$ cat src/rtl/evr_pkg.sv
package evr_pkg;
  typedef enum logic [1:0] {
    PATH_SYNC   = 2'd0,
    PATH_RESYNC = 2'd1,
    PATH_ASYNC  = 2'd2,
    PATH_RSVD   = 2'd3
  } path_e;

  typedef enum logic [1:0] {
    EDGE_NONE = 2'd0,
    EDGE_RISE = 2'd1,
    EDGE_FALL = 2'd2,
    EDGE_BOTH = 2'd3
  } edge_e;

  localparam int ONDEM_BIT = 15;
  localparam int STBY_BIT  = 14;
  localparam int EDGE_LSB  = 10;
  localparam int PATH_LSB  = 8;
endpackage

$ cat src/rtl/evr_rst_sync.sv
module evr_rst_sync (
  input  logic clk,
  input  logic arst_n,
  output logic rst_n_o
);
  logic ff1_q, ff2_q;

  always_ff @(posedge clk or negedge arst_n) begin
    if (!arst_n) begin
      ff1_q <= 1'b0;
      ff2_q <= 1'b0;
    end else begin
      ff1_q <= 1'b1;
      ff2_q <= ff1_q;
    end
  end

  assign rst_n_o = ff2_q;
endmodule

$ cat src/rtl/evr_cfg_reg.sv
module evr_cfg_reg
  import evr_pkg::*;
#(
  parameter int CFG_W   = 32,
  parameter int SEL_W   = 7,
  parameter bit CLOCKED = 1'b1
) (
  input  logic             clk,
  input  logic             rst_n,
  input  logic             we,
  input  logic [CFG_W-1:0] wdata,
  output logic [CFG_W-1:0] rdata,
  output logic             ondemand,
  output logic             runstdby,
  output edge_e            edge_sel,
  output path_e            path,
  output logic [SEL_W-1:0] gen_idx
);
  localparam logic [CFG_W-1:0] SEL_MASK  = CFG_W'((1 << SEL_W) - 1);
  localparam logic [CFG_W-1:0] MODE_MASK = CLOCKED ? (CFG_W'(3) << STBY_BIT) : '0;
  localparam logic [CFG_W-1:0] KEEP      = SEL_MASK | (CFG_W'(3) << EDGE_LSB)
                                         | (CFG_W'(3) << PATH_LSB) | MODE_MASK;
  localparam logic [CFG_W-1:0] RST_VAL   = CLOCKED ? (CFG_W'(1) << ONDEM_BIT) : '0;

  logic [CFG_W-1:0] cfg_q, cfg_d;

  always_comb begin
    cfg_d = cfg_q;
    if (we) cfg_d = wdata & KEEP;
  end

  always_ff @(posedge clk or negedge rst_n) begin
    if (!rst_n) cfg_q <= RST_VAL;
    else        cfg_q <= cfg_d;
  end

  assign rdata    = cfg_q;
  assign ondemand = cfg_q[ONDEM_BIT];
  assign runstdby = cfg_q[STBY_BIT];
  assign edge_sel = edge_e'(cfg_q[EDGE_LSB +: 2]);
  assign path     = path_e'(cfg_q[PATH_LSB +: 2]);
  assign gen_idx  = cfg_q[SEL_W-1:0];
endmodule

$ cat src/rtl/evr_gen_sel.sv
module evr_gen_sel #(
  parameter int SEL_W    = 7,
  parameter int NUM_GEN  = 1 << SEL_W,
  parameter int RSV_BASE = 'h78
) (
  input  logic [NUM_GEN-1:0] gen_in,
  input  logic [SEL_W-1:0]   idx,
  output logic               sig,
  output logic               valid
);
  always_comb begin
    valid = (idx != '0) && (int'(idx) < RSV_BASE);
    sig   = valid & gen_in[idx];
  end
endmodule

$ cat src/rtl/evr_edge_path.sv
module evr_edge_path
  import evr_pkg::*;
#(
  parameter bit CLOCKED = 1'b1
) (
  input  logic  clk,
  input  logic  rst_n,
  input  logic  sig,
  input  logic  resync,
  input  edge_e edge_sel,
  input  logic  run,
  output logic  pulse,
  output logic  busy
);
  generate
    if (CLOCKED) begin : g_clk
      logic s1_q, s2_q, prev_q, evt_q;
      logic src, hit, evt_d;

      always_comb begin
        src = resync ? s2_q : sig;
        unique case (edge_sel)
          EDGE_NONE: hit = 1'b0;
          EDGE_RISE: hit = src & ~prev_q;
          EDGE_FALL: hit = ~src & prev_q;
          EDGE_BOTH: hit = src ^ prev_q;
        endcase
        evt_d = hit & run;
        busy  = (resync & ((sig ^ s1_q) | (s1_q ^ s2_q))) | (src ^ prev_q) | evt_q;
      end

      always_ff @(posedge clk or negedge rst_n) begin
        if (!rst_n) begin
          s1_q   <= 1'b0;
          s2_q   <= 1'b0;
          prev_q <= 1'b0;
          evt_q  <= 1'b0;
        end else begin
          s1_q   <= sig;
          s2_q   <= s1_q;
          prev_q <= src;
          evt_q  <= evt_d;
        end
      end

      assign pulse = evt_q;
    end else begin : g_async_only
      assign pulse = 1'b0;
      assign busy  = 1'b0;
    end
  endgenerate
endmodule

$ cat src/rtl/evr_channel.sv
module evr_channel
  import evr_pkg::*;
#(
  parameter int CFG_W    = 32,
  parameter int SEL_W    = 7,
  parameter int NUM_GEN  = 1 << SEL_W,
  parameter int RSV_BASE = 'h78,
  parameter bit CLOCKED  = 1'b1
) (
  input  logic               clk,
  input  logic               rst_n,
  input  logic               cfg_we,
  input  logic [CFG_W-1:0]   cfg_wdata,
  output logic [CFG_W-1:0]   cfg_rdata,
  input  logic [NUM_GEN-1:0] gen_in,
  input  logic               clk_src_en,
  input  logic               standby,
  output logic               clk_req,
  output logic               evt_out
);
  logic             core_rst_n;
  logic             ondemand, runstdby;
  edge_e            edge_sel;
  path_e            path;
  logic [SEL_W-1:0] gen_idx;
  logic             gen_sig, gen_valid;
  logic             clocked_path, stby_stop, configured, run;
  logic             pulse, busy;

  evr_rst_sync u_rst (
    .clk     (clk),
    .arst_n  (rst_n),
    .rst_n_o (core_rst_n)
  );

  evr_cfg_reg #(.CFG_W(CFG_W), .SEL_W(SEL_W), .CLOCKED(CLOCKED)) u_cfg (
    .clk      (clk),
    .rst_n    (core_rst_n),
    .we       (cfg_we),
    .wdata    (cfg_wdata),
    .rdata    (cfg_rdata),
    .ondemand (ondemand),
    .runstdby (runstdby),
    .edge_sel (edge_sel),
    .path     (path),
    .gen_idx  (gen_idx)
  );

  evr_gen_sel #(.SEL_W(SEL_W), .NUM_GEN(NUM_GEN), .RSV_BASE(RSV_BASE)) u_sel (
    .gen_in (gen_in),
    .idx    (gen_idx),
    .sig    (gen_sig),
    .valid  (gen_valid)
  );

  always_comb begin
    clocked_path = CLOCKED && ((path == PATH_SYNC) || (path == PATH_RESYNC));
    stby_stop    = standby && (path == PATH_RESYNC) && !runstdby;
    configured   = clocked_path && gen_valid && (edge_sel != EDGE_NONE);
    run          = configured && !stby_stop;
  end

  evr_edge_path #(.CLOCKED(CLOCKED)) u_edge (
    .clk      (clk),
    .rst_n    (core_rst_n),
    .sig      (gen_sig),
    .resync   (path == PATH_RESYNC),
    .edge_sel (edge_sel),
    .run      (run),
    .pulse    (pulse),
    .busy     (busy)
  );

  always_comb begin
    clk_req = run && (ondemand ? busy : clk_src_en);
    if (path == PATH_ASYNC) evt_out = gen_sig;
    else if (clocked_path)  evt_out = pulse;
    else                    evt_out = 1'b0;
  end
endmodule

$ cat config.mk
export PLATFORM = sky130hd
export DESIGN_NAME = evr_channel
export DESIGN_NICKNAME = d
export VERILOG_FILES = /design/src/rtl/evr_pkg.sv /design/src/rtl/evr_rst_sync.sv /design/src/rtl/evr_cfg_reg.sv /design/src/rtl/evr_gen_sel.sv /design/src/rtl/evr_edge_path.sv /design/src/rtl/evr_channel.sv
export SDC_FILE = /design/constraint.sdc
export NUM_CORES = 1
export LEC_CHECK = 0
export CORE_ASPECT_RATIO = 1.1
export CORE_UTILIZATION = 35
export DETAILED_ROUTE_END_ITERATION = 8
export GPL_ROUTABILITY_DRIVEN = 0
export PLACE_DENSITY = 0.89
export SYNTH_ARGS = -nofsm -noshare
export SYNTH_HDL_FRONTEND = slang
export SYNTH_SLANG_ARGS = --single-unit
$ cat constraint.sdc
create_clock -name clk -period 5.05 [get_ports clk]
set_input_delay 0.7575 -clock clk [delete_from_list [all_inputs] [get_ports clk]]
set_output_delay 0.7575 -clock clk [all_outputs]
set_load 0.02 [all_outputs]
==> results of run 1 <==
-- Yosys cell counts, types with 4 or more instances --
library cell,number
buf_4,22
mux4_2,19
dfrtp_1,18
mux2i_1,18
mux2_2,11
mux4_1,10
nand2_1,7
nor2_1,6
nor2b_1,6
buf_2,5
nand2b_1,5
clkbuf_1,4
inv_1,4
o211ai_1,4
-- per-stage QoR --
| stage | hold WS, ns | cell area [um^2] | setup TNS [ns] | total power [W] |
|---|---|---|---|---|
| finish | 0.283 | 3870 | 0 | 0.000707 |
| global route | 0.369 | 3870 | 0 | 0.000752 |
| CTS | 0.306 | 3870 | 0 | 0.000712 |
| detailed placement | 0.300 | 3830 | -0.0614 | 0.000608 |
| global placement | 0.293 | 3830 | 0 | 0.000597 |
| floorplan | 0.212 | 2310 | 0 | 0.000434 |
-- worst max-delay path by stage --
stage                            from  slack (ns)  endpoint
after floorplan            gen_in[35]        0.94   clk_req
after global placement     gen_in[35]        0.06   clk_req
after detailed placement   gen_in[32]       -0.06   clk_req
after CTS                  gen_in[32]        0.24   clk_req
after global routing      gen_in[109]        0.04   clk_req
final                      gen_in[32]        0.25   clk_req
-- power groups by stage --
stage	Combinational, W	Clock (W)	Sequential (W)
4_1_cts	0.000394	0.000106	0.000212
3_3_place_gp	0.000383	0	0.000214
3_5_place_dp	0.000393	0	0.000215
5_1_grt	0.000421	0.000114	0.000218
2_1_floorplan	0.000232	0	0.000202
6_report	0.000392	0.000103	0.000212
-- routing by layer --
metal | wire [um] | global-route usage (%) | part of all wire (%) | vias up
met5 | 0 | 0 | 0 | -
met1 | 2630 | 23.8 | 36 | 1039
met4 | 233 | 9.76 | 3.2 | 0
li1 | - | - | - | 1012
met3 | 528 | 3.51 | 7.3 | 18
met2 | 3820 | 42.1 | 53 | 133
-- flip-flops by register name, summed over array words and instances (netlist names) --
name / count
u_edge.g_clk.prev_q: 1
u_rst.ff1_q: 1
u_cfg.rdata: 13
u_edge.pulse: 1
u_edge.g_clk.s1_q: 1
u_edge.g_clk.s2_q: 1
u_rst.rst_n_o: 1
-- area by class of cell --
class / count / area share [%]
inverters: 5 / 0.484
clock inverters: 1 / 0.129
well taps: 80 / 2.58
flip-flops and latches: 19 / 12.4
clock buffers: 3 / 1.07
repair buffers: 169 / 43.4
multi-input cells: 145 / 40.0
-- repair_timing --
| action | in CTS | in global routing |
|---|---|---|
| buffers inserted | 0 | 0 |
| pin swaps | 0 | 0 |
| cloned | 0 | 0 |
| resized for setup | 1 | 1 |
| hold buffers | 0 | 0 |
| setup endpoints to repair | 1 | 1 |
-- critical path: stages --
cell	delay, ns
clkdlybuf4s50_1	0.40
mux4_2	0.46
nor2b_1	0.15
a2111oi_2	0.36
a31oi_1	0.09
a41oi_2	0.27
nor3_2	0.08
mux2i_1	0.15
ha_1	0.26
nand3b_1	0.12
nor3_1	0.08
o211ai_1	0.09
o41ai_1	0.10
a211oi_1	0.27
dlygate4sd2_1	0.38
-- cells by family (layout without fill, tap and decap cells) --
family | count (synthesis) | count (layout)
buffers and inverters | 41 | 178
multiplexers | 59 | 59
other | 2 | 20
flip-flops | 19 | 19
adder cells (fa/ha/maj) | 2 | 2
AND/OR/NAND/NOR | 39 | 39
AO/OA/AOI/OAI | 25 | 25
==> flow_metrics.py, run 1 <==
metrics = {
    "pwr": {
        "p_sw_w": 0.000234,
        "leakage_nw": 1.54,
        "seqPwrFrac_pct": 30.0,
        "powerDensity_nw_per_um2": 183,
        "swShare_pct": 33.0,
        "ir_worst_vdd_uv": 158,
        "intPower_w": 0.000473,
        "p_comb_share_pct": 55.4,
        "clkPwrFrac_pct": 14.6,
    },
    "die": {
        "io_pins": 199,
        "die_area_um2": 6720,
        "start_util_pct": 36.4,
        "placementRows": 30,
        "core_um2": 6160,
        "die_h_um": 85.9,
        "die_w_um": 78.3,
    },
    "logic_synthesis": {
        "synthMuxAreaShare_pct": 45.1,
        "yosys.area_share.adder_pct": 1.12,
        "synth-compound-area-share_pct": 9.89,
        "ys.flop_type": "dfrtp_1",
        "async_flop_share_pct": 100,
        "yosysTopAreaCell": "dfrtp_1",
        "ys_types": 50,
        "synth_xor_area_share_pct": 0,
        "synth-simple-area-share_pct": 9.67,
        "syn_inst": 187,
        "seq_area_frac_synth_pct": 21.3,
        "yosys-top-cells-area": "dfrtp_1, mux4_2, mux4_1, mux2i_1, buf_4",
        "yosys_warnings": 0,
        "synth_top_family_by_area": "multiplexers",
        "synth-edff-count": 0,
        "ys_seq_elements": 19,
        "syn_area_um2": 2240,
        "syn_avg_cell_area_um2": 12.0,
        "synth_top_area_share_pct": 20.1,
    },
    "sta": {
        "period_needed_ns": 4.80,
        "grt_setup_unrepaired": "no",
        "relSlewSlack_pct": 54.9,
        "worstMarginPinSlew_ns": 0.677,
        "setup_viol": 0,
        "finalHoldViolations": 0,
        "drv_slew": 0,
        "fin_crit_sh_pct": 95.0,
        "max_freq_ghz": 0.208,
        "setup_ws_ns": 0.253,
        "fin_skew_ns": 0.00497,
    },
    "route": {
        "drt_iter0_drc": 68,
        "vias": 2202,
        "vias_per_cell": 5.22,
        "drc": 0,
        "drt-total-wl_mm": 7.21,
        "wire_per_inst_um": 17.1,
        "antenna_left": 0,
        "drtPass1Iterations": 4,
    },
    "placement": {
        "place_ws_ns": -0.0614,
        "place_inst": 418,
        "io_buffers": 160,
        "dp_hpwl_mm": 6.19,
    },
    "status": {
        "status": "completed",
    },
    "worst_setup_path": {
        "worst_r2r_endpoint": "u_edge.pulse$_DFF_PN0_",
        "worstPathArrival_ns": 4.04,
        "worstPathMaxFanout": 2,
        "crit_type": "input port to primary output",
        "r2r_start": "u_cfg.rdata[0]$_DFFE_PN0P_",
        "cp_data_required_time_ns": 4.29,
        "rr_worst_depth": 14,
        "cp-start-kind": "input port",
        "endpoint_kind": "primary output",
        "r2r_slack_ns": 1.83,
    },
    "clocking": {
        "path_clk_slew_ns": 0.07,
        "cts-root-buf": "clkbuf_8",
        "clk_latency_ns": 0.25,
        "cts_max_level": 1,
        "cts_buffers": 3,
        "clockBufferDepth": 2,
        "cts_tree": "done",
        "cts_sinks": 19,
    },
    "cells_and_area": {
        "regArea_um2": 480,
        "syn2layout_area_growth_pct": 73.1,
        "layout_commonest_cell": "clkdlybuf4s50_1",
        "post-route-util_pct": 62.9,
        "n_antenna_cell": 0,
        "layout.nets": 510,
        "layout_common_cells": "clkdlybuf4s50_1, conb_1, mux4_2",
        "nFillCells": 507,
        "multi_input_comb_area_um2": 1550,
        "layoutNonFillerInstCount": 422,
        "drive_gt1_share_pct": 15.2,
    },
    "flow_run": {
        "maxCapViolations": 0,
    },
    "grt": {
        "grt_overflow": 0,
        "grt_max_degree": 19,
        "grt_pass1_vias": 2393,
        "grt_usage_pct": 22.1,
        "antenna_found_initial": 0,
        "grt_pass1_wl_mm": 11.4,
    },
    "hold_path": {
        "min_path_type": "flop to asynchronous set/reset pin",
    },
}
(Power assumes the default switching activity.)
==> inputs of run 2 (changes only) <==
- CELL_PAD_IN_SITES_DETAIL_PLACEMENT: default -> 1
- CELL_PAD_IN_SITES_GLOBAL_PLACEMENT: default -> 1
- CORE_UTILIZATION: 35 -> 22
- PLACE_DENSITY: 0.89 -> default
- PLACE_DENSITY_LB_ADDON: default -> 0.1
- clock period: 5.05 -> 4.8 ns (I/O delays scaled with it)
==> flow_metrics.py, run 2 (synthesis results as in run 1) <==
metrics = {
    "pwr": {
        "intPower_w": 0.000513,
        "swShare_pct": 33.4,
        "p_comb_share_pct": 56.7,
        "powerDensity_nw_per_um2": 192,
        "seqPwrFrac_pct": 28.6,
        "clkPwrFrac_pct": 14.8,
        "leakage_nw": 1.59,
        "p_sw_w": 0.000257,
        "ir_worst_vdd_uv": 116,
    },
    "cells_and_area": {
        "multi_input_comb_area_um2": 1560,
        "layout_common_cells": "clkdlybuf4s50_1, conb_1, mux4_2",
        "regArea_um2": 478,
        "nFillCells": 1109,
        "layout.nets": 521,
        "drive_gt1_share_pct": 18.7,
        "layout_commonest_cell": "clkdlybuf4s50_1",
        "syn2layout_area_growth_pct": 79.7,
        "layoutNonFillerInstCount": 473,
        "stdcell_area_um2": 4020,
        "largest_register_ffs": 13,
        "n_antenna_cell": 0,
    },
    "route": {
        "drt_iter0_drc": 67,
        "m1WireLength_mm": 3.07,
        "drc": 13,
        "wl_met3_um": 655,
        "vias": 2204,
        "antenna_left": 0,
        "drt-total-wl_mm": 8.11,
        "wire_per_inst_um": 17.1,
        "dr_wl_met2_mm": 4.36,
        "dr.max_layer_used": "met4",
        "drtPass1Iterations": 6,
        "vias_per_cell": 4.66,
    },
    "worst_setup_path": {
        "cp_data_required_time_ns": 4.08,
        "r2r_start": "u_cfg.rdata[0]$_DFFE_PN0P_",
        "rr_worst_depth": 14,
        "endpoint_kind": "primary output",
        "crit_start": "gen_in[35]",
        "r2r_slack_ns": 1.59,
        "crit_type": "input port to primary output",
        "worstPathMaxFanout": 2,
        "worst_r2r_endpoint": "u_edge.pulse$_DFF_PN0_",
        "worstPathArrival_ns": 3.85,
        "cp-start-kind": "input port",
    },
    "grt": {
        "grt_overflow": 0,
        "grt_usage_pct": 15.8,
        "grt_pass1_wl_mm": 12.9,
        "grt_pass1_vias": 2502,
        "grt_max_degree": 21,
        "antenna_found_initial": 0,
    },
    "placement": {
        "post_dp_cell_area_um2": 3970,
        "io_buffers": 160,
        "place_inst": 469,
        "dp_hpwl_mm": 6.86,
    },
    "die": {
        "die_area_um2": 10600,
        "die_w_um": 98.2,
        "die_h_um": 108,
        "core_um2": 9890,
        "start_util_pct": 22.6,
        "placementRows": 38,
        "io_pins": 199,
    },
    "clocking": {
        "cts_max_level": 1,
        "cts-root-buf": "clkbuf_8",
        "hold_buffers": 0,
        "cts_tree": "done",
        "clockBufferDepth": 2,
        "cts_sinks": 19,
        "cts_setup_buffers": 0,
        "path_clk_slew_ns": 0.07,
        "cts_buffers": 3,
        "clk_latency_ns": 0.26,
    },
    "sta": {
        "finalHoldViolations": 0,
        "worstMarginPinSlew_ns": 0.691,
        "drv_slew": 0,
        "period_needed_ns": 4.57,
        "max_freq_ghz": 0.219,
        "relSlewSlack_pct": 53.9,
        "fin_setup_tns_ns": 0,
        "setup_viol": 0,
        "fin_skew_ns": 0.00153,
        "grt_setup_unrepaired": "no",
        "fin_crit_sh_pct": 95.3,
    },
    "hold_path": {
        "min_path_type": "flop to asynchronous set/reset pin",
    },
    "flow_run": {
        "maxCapViolations": 0,
    },
    "status": {
        "violations": "DRC",
        "status": "finished with violations",
    },
}
-- run 2: cell types whose count changed in the layout (fill, tap and decap cells not counted), sizes merged --
| cell | before | now |
|---|---|---|
| clkbuf | 3 | 4 |
| dlygate4sd2 | 1 | 0 |
| buf | 9 | 20 |
-- run 2: what timing repair did --
| action | in CTS | in global routing |
|---|---|---|
| resized for setup | 2 | 3 |
| hold endpoints to repair | 0 | 0 |
| endpoints found under the setup margin | 1 | 1 |
| pin swaps | 1 | 0 |
-- run 2: layer usage --
layer,vias up,track usage [%]
li1,1036,-
met2,105,31.7
met3,2,3.51
met4,0,1.28
met5,-,0
met1,1061,17.4
-- run 2: per-stage QoR --
step | hold slack (ns) | setup slack, ns | power, W | util (%)
floorplan | 0.212 | 0.745 | 0.000456 | -
global placement | 0.321 | -0.309 | 0.000660 | 40.2
detailed placement | 0.318 | -0.382 | 0.000665 | 40.2
CTS | 0.325 | 0.0188 | 0.000782 | 40.7
global route | 0.369 | 0.00946 | 0.000824 | 40.7
finish | 0.289 | 0.228 | 0.000770 | 40.7
-- run 2: critical path, cell delays in order --
cell	delay (ns)
clkdlybuf4s50_1	0.40
mux4_2	0.47
nor2b_1	0.15
a2111oi_2	0.37
a31oi_1	0.11
a41oi_2	0.28
nor3_2	0.08
mux2i_1	0.17
ha_1	0.27
nand3b_1	0.12
nor3_1	0.07
o211ai_1	0.10
o41ai_1	0.11
a211oi_2	0.21
clkbuf_2	0.21
-- run 2: cell type report --
| class | instances | area share, % |
|---|---|---|
| multi-input combinational | 145 | 38.7 |
| sequential | 19 | 11.9 |
| clock inverter | 1 | 0.124 |
| timing repair buffer | 180 | 44.1 |
| clock buffer | 3 | 1.03 |
| inverter | 5 | 0.467 |
| tap | 120 | 3.73 |
-- run 2: power by group through the flow --
stage / logic (W) / registers [W] / clock network [W]
floorplan: 0.000244 / 0.000212 / 0
global placement: 0.000435 / 0.000225 / 0
detailed placement: 0.000440 / 0.000225 / 0
CTS: 0.000442 / 0.000222 / 0.000118
global route: 0.000475 / 0.000226 / 0.000123
finish: 0.000437 / 0.000220 / 0.000114
-- run 2: worst max path at each step --
stage               to  slack [ns]
2_1_floorplan  clk_req        0.75
3_3_place_gp   clk_req       -0.31
3_5_place_dp   clk_req       -0.38
6_report       clk_req        0.23
5_1_grt        clk_req       0.009
4_1_cts        clk_req        0.02
==> inputs of run 3 (changes only) <==
- SETUP_SLACK_MARGIN: default -> 0.1
==> flow_metrics.py, run 3 (synthesis results as in run 1) <==
metrics = {
    "flow_run": {
        "maxCapViolations": 0,
    },
    "sta": {
        "fin_setup_tns_ns": 0,
        "drv_slew": 0,
        "finalHoldViolations": 0,
        "relSlewSlack_pct": 54.0,
        "setup_viol": 0,
        "grt_setup_unrepaired": "no",
        "fin_crit_sh_pct": 93.3,
        "period_needed_ns": 4.48,
        "worstMarginPinSlew_ns": 0.690,
        "fin_skew_ns": 0.00152,
        "max_freq_ghz": 0.223,
    },
    "die": {
        "die_h_um": 108,
        "die_area_um2": 10600,
        "die_w_um": 98.2,
        "io_pins": 199,
        "core_um2": 9890,
        "start_util_pct": 22.6,
        "placementRows": 38,
    },
    "grt": {
        "grt_max_degree": 21,
        "antenna_found_initial": 0,
        "grt_overflow": 0,
        "grt_pass1_wl_mm": 12.9,
        "grt_pass1_vias": 2500,
        "grt_usage_pct": 15.8,
    },
    "pwr": {
        "powerDensity_nw_per_um2": 194,
        "leakage_nw": 1.60,
        "ir_worst_vdd_uv": 116,
    },
    "route": {
        "drt_iter0_drc": 62,
        "vias_per_cell": 4.65,
        "drt-total-wl_mm": 8.20,
        "wire_per_inst_um": 17.3,
        "drtPass1Iterations": 6,
        "vias": 2208,
        "antenna_left": 0,
        "drc": 13,
    },
    "worst_setup_path": {
        "worstPathMaxFanout": 2,
        "cp-start-kind": "input port",
        "crit_type": "input port to primary output",
        "cp_data_required_time_ns": 4.08,
        "worstPathArrival_ns": 3.76,
        "endpoint_kind": "primary output",
    },
    "cells_and_area": {
        "layout_commonest_cell": "clkdlybuf4s50_1",
        "layout.nets": 523,
        "syn2layout_area_growth_pct": 81.9,
        "post-route-util_pct": 41.2,
        "n_antenna_cell": 0,
        "layout_common_cells": "clkdlybuf4s50_1, mux4_2, conb_1, buf_4, dfrtp_1",
        "drive_gt1_share_pct": 21.7,
        "largest_register_ffs": 13,
    },
    "status": {
        "status": "finished with violations",
        "violations": "DRC",
    },
    "placement": {
        "dp_hpwl_mm": 6.86,
        "io_buffers": 160,
    },
    "clocking": {
        "cts_tree": "done",
        "cts_sinks": 19,
        "clockBufferDepth": 2,
        "cts-root-buf": "clkbuf_8",
        "cts_buffers": 3,
        "path_clk_slew_ns": 0.07,
        "cts_max_level": 1,
        "hold_buffers": 0,
        "clk_latency_ns": 0.26,
    },
    "hold_path": {
        "min_path_type": "flop to asynchronous set/reset pin",
    },
}
==> run 3: layout make-up <==
type,instances,area (um^2)
timing repair buffer,182,1800
clock inverter,1,5.00
inverter,5,18.8
multi-input combinational,145,1580
clock buffer,3,41.3
tap,120,150
sequential,19,480
fill,1110,5820
==> run 3: repair_timing <==
item,4_1_cts,5_1_grt
setup buffers,0,2
gates resized for setup,5,13
setup endpoints to repair,1,1
gates cloned,0,0
pin swaps,2,7
==> run 3: power by group <==
part / switching [W] / total [W] / internal (W)
combinational: 0.000173 / 0.000458 / 0.000285
clock: 0.0000558 / 0.000113 / 0.0000577
sequential: 0.0000361 / 0.000218 / 0.000182
total: 0.000264 / 0.000789 / 0.000525
==> run 3: critical path, stage by stage <==
cell	delay, ns
clkdlybuf4s50_1	0.39
mux4_2	0.47
a2111oi_2	0.41
a31oi_1	0.11
a41oi_2	0.28
nor3_2	0.08
mux2i_1	0.17
ha_1	0.27
nand3b_1	0.12
nor3_1	0.07
o211ai_1	0.11
o41ai_2	0.11
a211oi_2	0.25
buf_4	0.18
==> run 3: routing by layer <==
metal	vias up	track usage, %	share of wire [%]
met5	-	0	0
met4	0	1.60	0.21
met3	2	3.64	7.9
met2	101	31.5	54
met1	1069	17.3	38
li1	1036	-	-
==> run 3: per-stage QoR <==
stage	instances	hold WS [ns]	cell area [um^2]	total power (W)	worst slack, ns
2_1_floorplan	205	0.212	2310	0.000456	0.745
3_3_place_gp	469	0.321	3970	0.000660	-0.309
3_5_place_dp	469	0.318	3970	0.000665	-0.382
4_1_cts	473	0.325	4030	0.000785	0.105
5_1_grt	475	0.369	4070	0.000844	0.0933
6_report	475	0.289	4070	0.000789	0.322
==> run 3: path summary, 6_finish.rpt <==
path | cells after the start | end | start | slack, ns
worst min register to register | 0 | u_cfg.rdata[14]$_DFFE_PN0P_ | u_rst.rst_n_o$_DFF_PN0_ | 0.29
worst max register to register | 14 | u_edge.pulse$_DFF_PN0_ | u_cfg.rdata[0]$_DFFE_PN0P_ | 1.75
max in group asynchronous | 0 | u_cfg.rdata[0]$_DFFE_PN0P_ | u_rst.rst_n_o$_DFF_PN0_ | 4.00
worst min-delay path | 0 | u_cfg.rdata[14]$_DFFE_PN0P_ | u_rst.rst_n_o$_DFF_PN0_ | 0.29
min in group clk | 0 | u_rst.rst_n_o$_DFF_PN0_ | u_rst.ff1_q$_DFF_PN0_ | 0.35
worst max-delay path | 14 | clk_req | gen_in[43] | 0.32
